[src/rtl/wiperPkg.sv]
package wiperPkg;
  localparam int DATA_W = 8;
  localparam int NUM_CH = 4;
  localparam int SEL_W = $clog2(NUM_CH);
  localparam logic [4:0] ADDR_PREFIX = 5'b01011;
  localparam logic [DATA_W-1:0] MID_VALUE = DATA_W'(1) << (DATA_W - 1);

  typedef struct packed {
    logic instValid;
    logic dataValid;
    logic [DATA_W-1:0] rxByte;
  } strobeT;

  typedef enum logic [2:0] {
    S_IDLE, S_RX, S_ACK, S_TX, S_MACK, S_TXNEXT, S_SKIP
  } stateT;
endpackage

[src/rtl/wiperSync.sv]
module wiperSync #(
  parameter int STAGES = 2
) (
  input  logic clk,
  input  logic rstN,
  input  logic din,
  output logic dout
);
  logic [STAGES-1:0] chain;

  always_ff @(posedge clk or negedge rstN) begin
    if (!rstN) chain <= '1;
    else       chain <= {chain[STAGES-2:0], din};
  end

  assign dout = chain[STAGES-1];
endmodule

[src/rtl/wiperCtrl.sv]
module wiperCtrl
  import wiperPkg::*;
(
  input  logic              clk,
  input  logic              rstN,
  input  logic              sclS,
  input  logic              sdaS,
  input  logic [1:0]        strap,
  input  logic [DATA_W-1:0] readByte,
  output strobeT            strobe,
  output logic              sdaOe
);
  localparam int CNT_W = $clog2(DATA_W + 1);

  stateT             state;
  logic              sclP, sdaP;
  logic [CNT_W-1:0]  bitCnt;
  logic [DATA_W-1:0] shReg, txShift;
  logic              full, rwBit;
  logic [1:0]        byteIdx;

  logic sclRise, sclFall, startDet, stopDet;
  assign sclRise  = sclS & ~sclP;
  assign sclFall  = ~sclS & sclP;
  assign startDet = sclS & sclP & sdaP & ~sdaS;
  assign stopDet  = sclS & sclP & ~sdaP & sdaS;

  always_ff @(posedge clk or negedge rstN) begin
    if (!rstN) begin
      state   <= S_IDLE;
      sclP    <= 1'b1;
      sdaP    <= 1'b1;
      bitCnt  <= '0;
      shReg   <= '0;
      txShift <= '0;
      full    <= 1'b0;
      rwBit   <= 1'b0;
      byteIdx <= '0;
      sdaOe   <= 1'b0;
      strobe  <= '0;
    end else begin
      sclP   <= sclS;
      sdaP   <= sdaS;
      strobe <= '0;
      if (startDet) begin
        state   <= S_RX;
        bitCnt  <= '0;
        full    <= 1'b0;
        byteIdx <= '0;
        sdaOe   <= 1'b0;
      end else if (stopDet) begin
        state <= S_IDLE;
        sdaOe <= 1'b0;
      end else begin
        case (state)
          S_RX: begin
            if (sclRise && !full) begin
              shReg  <= {shReg[DATA_W-2:0], sdaS};
              bitCnt <= bitCnt + 1'b1;
              if (bitCnt == CNT_W'(DATA_W - 1)) full <= 1'b1;
            end else if (sclFall && full) begin
              full   <= 1'b0;
              bitCnt <= '0;
              case (byteIdx)
                2'd0: begin
                  if (shReg[7:1] == {ADDR_PREFIX, strap}) begin
                    rwBit <= shReg[0];
                    sdaOe <= 1'b1;
                    state <= S_ACK;
                  end else begin
                    state <= S_SKIP;
                  end
                end
                2'd1: begin
                  strobe.instValid <= 1'b1;
                  strobe.rxByte    <= shReg;
                  sdaOe            <= 1'b1;
                  state            <= S_ACK;
                end
                2'd2: begin
                  strobe.dataValid <= 1'b1;
                  strobe.rxByte    <= shReg;
                  sdaOe            <= 1'b1;
                  state            <= S_ACK;
                end
                default: state <= S_SKIP;
              endcase
            end
          end
          S_ACK: begin
            if (sclFall) begin
              if (byteIdx == 2'd0 && rwBit) begin
                txShift <= readByte;
                sdaOe   <= ~readByte[DATA_W-1];
                bitCnt  <= CNT_W'(1);
                state   <= S_TX;
              end else begin
                sdaOe <= 1'b0;
                state <= S_RX;
              end
              if (byteIdx != 2'd3) byteIdx <= byteIdx + 1'b1;
            end
          end
          S_TX: begin
            if (sclFall) begin
              if (bitCnt == CNT_W'(DATA_W)) begin
                sdaOe <= 1'b0;
                state <= S_MACK;
              end else begin
                txShift <= {txShift[DATA_W-2:0], 1'b0};
                sdaOe   <= ~txShift[DATA_W-2];
                bitCnt  <= bitCnt + 1'b1;
              end
            end
          end
          S_MACK: begin
            if (sclRise) state <= sdaS ? S_SKIP : S_TXNEXT;
          end
          S_TXNEXT: begin
            if (sclFall) begin
              txShift <= readByte;
              sdaOe   <= ~readByte[DATA_W-1];
              bitCnt  <= CNT_W'(1);
              state   <= S_TX;
            end
          end
          default: ;
        endcase
      end
    end
  end
endmodule

[src/rtl/wiperDatapath.sv]
module wiperDatapath
  import wiperPkg::*;
(
  input  logic                     clk,
  input  logic                     rstN,
  input  strobeT                   strobe,
  output logic [DATA_W-1:0]        readByte,
  output logic [NUM_CH*DATA_W-1:0] wiperFlat,
  output logic [NUM_CH-1:0]        shutdownOut,
  output logic [1:0]               gpOut
);
  logic [SEL_W-1:0] selReg;
  logic [SEL_W-1:0] instSel;
  assign instSel = strobe.rxByte[6:5];

  always_ff @(posedge clk or negedge rstN) begin
    if (!rstN) begin
      selReg <= '0;
      gpOut  <= '0;
    end else if (strobe.instValid) begin
      selReg <= instSel;
      gpOut  <= {strobe.rxByte[2], strobe.rxByte[1]};
    end
  end

  for (genvar c = 0; c < NUM_CH; c++) begin : g_ch
    logic [DATA_W-1:0] wReg;
    logic              sdReg;
    always_ff @(posedge clk or negedge rstN) begin
      if (!rstN) begin
        wReg  <= MID_VALUE;
        sdReg <= 1'b0;
      end else if (strobe.instValid && instSel == SEL_W'(c)) begin
        sdReg <= strobe.rxByte[3];
        if (strobe.rxByte[4]) wReg <= MID_VALUE;
      end else if (strobe.dataValid && selReg == SEL_W'(c)) begin
        wReg <= strobe.rxByte;
      end
    end
    assign wiperFlat[c*DATA_W +: DATA_W] = wReg;
    assign shutdownOut[c] = sdReg;
  end

  assign readByte = wiperFlat[selReg*DATA_W +: DATA_W];
endmodule

[src/rtl/wiperI2cSlave.sv]
module wiperI2cSlave
  import wiperPkg::*;
#(
  parameter int SYNC_STAGES = 2
) (
  input  logic                     clk,
  input  logic                     rstN,
  input  logic                     sclIn,
  input  logic                     sdaIn,
  output logic                     sdaOe,
  input  logic [1:0]               strapAd,
  output logic [NUM_CH*DATA_W-1:0] wiperFlat,
  output logic [NUM_CH-1:0]        shutdownOut,
  output logic [1:0]               gpOut
);
  logic              sclS, sdaS;
  strobeT            strobe;
  logic [DATA_W-1:0] readByte;

  wiperSync #(.STAGES(SYNC_STAGES)) u_sclSync (
    .clk(clk), .rstN(rstN), .din(sclIn), .dout(sclS));
  wiperSync #(.STAGES(SYNC_STAGES)) u_sdaSync (
    .clk(clk), .rstN(rstN), .din(sdaIn), .dout(sdaS));

  wiperCtrl u_ctrl (
    .clk(clk), .rstN(rstN), .sclS(sclS), .sdaS(sdaS), .strap(strapAd),
    .readByte(readByte), .strobe(strobe), .sdaOe(sdaOe));

  wiperDatapath u_dp (
    .clk(clk), .rstN(rstN), .strobe(strobe), .readByte(readByte),
    .wiperFlat(wiperFlat), .shutdownOut(shutdownOut), .gpOut(gpOut));
endmodule

[config.mk]
export PLATFORM = sky130hd
export DESIGN_NAME = wiperI2cSlave
export DESIGN_NICKNAME = d
export VERILOG_FILES = /design/src/rtl/wiperPkg.sv /design/src/rtl/wiperSync.sv /design/src/rtl/wiperCtrl.sv /design/src/rtl/wiperDatapath.sv /design/src/rtl/wiperI2cSlave.sv
export SDC_FILE = /design/constraint.sdc
export NUM_CORES = 1
export LEC_CHECK = 0
export ABC_AREA = 1
export BUFFER_PORTS_ARGS = -buffer_cell sky130_fd_sc_hd__buf_2
export CORE_MARGIN = 2
export CORE_UTILIZATION = 55
export CTS_CLUSTER_DIAMETER = 60
export DETAILED_ROUTE_END_ITERATION = 10
export PLACE_DENSITY = 0.81
export SYNTH_ARGS = -nofsm -noshare
export SYNTH_HDL_FRONTEND = slang
export SYNTH_SLANG_ARGS = --single-unit
[constraint.sdc]
create_clock -name clk -period 2.2 [get_ports clk]
set_clock_uncertainty 0.05 [all_clocks]
set_input_delay 0.33 -clock clk [delete_from_list [all_inputs] [get_ports clk]]
set_output_delay 0.33 -clock clk [all_outputs]
set_load 0.005 [all_outputs]
==> results by group <==
Run status
  – Status: completed

Clock tree
  – Clock sinks: 83
  – Htree depth: 3
  – CTS Buffer Depth: 2
  – Post-CTS sizing: 0
  – Clk slew on worst S/H paths: 80 ps
  – TritonCTS clock tree: done
  – Num CTS Buffers: 9
  – CTS Root Cell: clkbuf_8
  – Worst skew pair latency: 350 ps
  – Post-CTS Hold Fix Bufs: 1
  – Post-CTS Setup Bufs: 0

Route
  – Drt total wl: 9.50 mm
  – Via count: 3511
  – Initial DRC Count: 370
  – DRT antenna net count: 0
  – Post-route DRC: 0
  – WL/cell: roughly 14 um
  – Routed vias/inst: 5.30
  – DR pass1 iterations: 4

Synth
  – Flip-flop and latch count after synthesis: 83
  – Commonest cells post-synth: nand2_1, dfrtp_1, inv_1, o21ai_0, nor2_1
  – Syn_nets: between 500 and 600
  – Top cells by area, synth: dfrtp_1, nand2_1, dfstp_2
  – Syn avg cell area: 8.04 um^2
  – Register area share after synthesis: 0.513
  – Post-synthesis cell count: 507
  – Biggest area consumer among synthesized cells: dfrtp_1
  – Count leader, synth: nand2_1
  – EDFF count, synth: 0
  – Top FF cell, synth: dfrtp_1
  – Post-synthesis cell area: a little over 0.004 mm^2
  – Synth warn: 0
  – Ys async rst share: 1.00
  – Synth unique cells: 36
  – Share of the synthesized area in the top cell type: 0.448

Global routing
  – Met3 global-route usage: 0.0419
  – GRT Max-Usage Layer: met2
  – GR Layer Usage met1: 0.336
  – Vias in the first global route: between 3k and 4k
  – GR Layer Usage met2: 0.400
  – GR Overflow Total: 0
  – GRT Total Usage: 0.244
  – Largest net degree at the start of global routing: 43
  – Antenna violations before repair: 0
  – Global-route wire length before repair: 15.9 mm

STA
  – Tmin final: 1920 ps
  – RSZ-0062 raised after global routing: no
  – Worst-Margin Slew: 578 ps
  – Slew Limit Fails: 0
  – Rel. slew slack: 0.615
  – F_max: 522 MHz
  – Fin. Hold Viols: 0
  – Period utilization: 0.872
  – Final setup viols: 0
  – Total negative slack: 0 ps

Worst hold path
  – Hold WC Path Type: in2reg
  – Hold Path Stages: 1

Floorplanning
  – Die Span X: 90.1 um
  – Die area: 0.00811 mm^2
  – Core Footprint: 0.00721 mm^2
  – Row count: 31
  – Die height: 90.1 um
  – IO Pins: 45
  – Initial core utilization: 0.565

Finish
  – Register area: 0.00209 mm^2
  – Core Util, Final: 0.638
  – Fillers: 644
  – Layout cells sized above 1: 0.179
  – # diodes: 0
  – Area occupied by multi-input gates: 0.00164 mm^2
  – Layout area overhead: 13.0%
  – Final nets: 571
  – Final instance area: 0.00461 mm^2

Worst setup path
  – CP delay by family, top: simple AND/OR/NAND/NOR gates
  – Most frequent CP cell: nand2_1
  – CP endpoint kind: register
  – Maximum fanout along the worst path: 14
  – CP Class: reg2reg
  – Reg2Reg Setup Slack: 280 ps
  – Buf+Inv Stages, Crit Path: 0
  – Worst setup path endpoint: u_ctrl.txShift[1]
  – Critical Path AT: 2150 ps
  – Worst-path cell chain: nor2_1, nand2_1, nand2_1, nor3_4, nand2_1, o21ai_1
  – Stages on worst setup path: 6
  – Worst reg2reg endpoint: u_ctrl.txShift[1]
  – Crit path required time: around 2400 ps
  – Worst Setup Start Kind: register
  – CP startpoint: u_sdaSync.chain[1]
  – Critical-path top delay cell: dfstp_2
  – Worst R2R Start: u_sdaSync.chain[1]
  – FF-to-FF path depth: 6
  – CP peak stage delay: about 570 ps

Job
  – Max Cap Violations: 0

Placement
  – Final Wtd Congestion: 0.934
  – PortBufs: 44
  – Placed Area: 0.00439 mm^2
  – Final HPWL DP: 6.98 mm

Pwr
  – Pleak: 2.26 nW
  – Maximum vdd drop: 0.470 mV
  – Power density over the cells: 880 mW/mm^2
==> cells by family (layout without fill, tap and decap cells) <==
| kind of cell | Yosys count | after routing | share of synthesized area |
|---|---|---|---|
| flip-flops | 83 | 83 | 0.513 |
| XOR/XNOR | 3 | 3 | 0.00645 |
| AND/OR/NAND/NOR | 239 | 239 | 0.255 |
| buffers and inverters | 84 | 140 | 0.0841 |
| AO/OA/AOI/OAI | 91 | 91 | 0.121 |
| adder cells (fa/ha/maj) | 7 | 7 | 0.0215 |
==> power breakdown <==
part	leakage (nW)	internal, mW	total [mW]	switching (mW)
Clock	0.0999	0.560	1.11	0.548
Combinational	1.05	0.394	1.15	0.759
Sequential	1.11	1.65	1.79	0.137
Total	2.26	2.61	4.05	1.44
==> worst register-to-register path, delay by kind of cell, from the launching register on <==
kind | cells | cell delay [ps]
DFF | 1 | 570
and+or+nand+nor | 5 | 1130
AOI/OAI and AO/OA | 1 | 100
==> state kept, by name, summed over array words and instances, names as in the netlist, 2 cells and up <==
signal / flops
u_dp.g_ch.sdReg: 4
u_ctrl.shReg: 8
u_ctrl.byteIdx: 2
u_ctrl.strobe: 10
u_sdaSync.chain: 2
u_ctrl.state: 3
u_dp.g_ch.wReg: 32
u_ctrl.bitCnt: 4
u_dp.gpOut: 2
u_dp.selReg: 2
u_sclSync.chain: 2
u_ctrl.txShift: 7
==> metrics by stage <==
step                      total power [mW]  worst slack, ps  std cells  hold WS, ps
after global routing                  4.33             93.7        662         6.80
after floorplan                       2.67              645        507        -15.6
after detailed placement              2.95              331        645          290
final                                 4.05              283        662         21.1
after global placement                2.92              423        645          288
after CTS                             4.06              302        662         6.03
==> how the worst min path moves through the flow <==
stage | startpoint | to | slack [ps]
after floorplan | rstN | u_ctrl.bitCnt[0] | -20
after global placement | rstN | u_dp.g_ch[2].wReg[5] | 290
after detailed placement | rstN | u_dp.g_ch[2].wReg[5] | 290
after CTS | sdaIn | u_sdaSync.chain[0] | 6
after global routing | sdaIn | u_sdaSync.chain[0] | 7
final | sdaIn | u_sdaSync.chain[0] | 20
==> per-layer routing <==
| metal | vias up | part of all wire |
|---|---|---|
| met5 | - | 0 |
| met4 | 0 | 0.015 |
| met3 | 12 | 0.056 |
| met2 | 117 | 0.47 |
| met1 | 1650 | 0.46 |
| li1 | 1732 | - |
==> layout by cell type, fill, tap and decap left out, types with 2 or more instances in the layout <==
cell type	n
clkbuf_8	10
xnor2_1	3
a21oi_2	2
nor2_1	27
nand2_1	150
nand4_1	7
inv_2	12
nor2_2	6
o21ai_1	26
dfstp_2	10
o22ai_1	6
ha_1	7
nor3_1	15
nand3_1	24
dfrtp_1	73
a21oi_1	15
buf_2	43
inv_1	62
o21ai_0	35
buf_4	6
nand2_2	2
nand3_2	2
==> final cells by class <==
cell class              count  share of cell area
multi-input cells         340               0.357
clock buffers              11              0.0307
repair buffers             50              0.0587
clock inverters             5              0.0130
inverters                  74              0.0603
flip-flops and latches     83               0.454
well taps                  99              0.0269
Note: power is estimated with default switching activity, not from simulation.
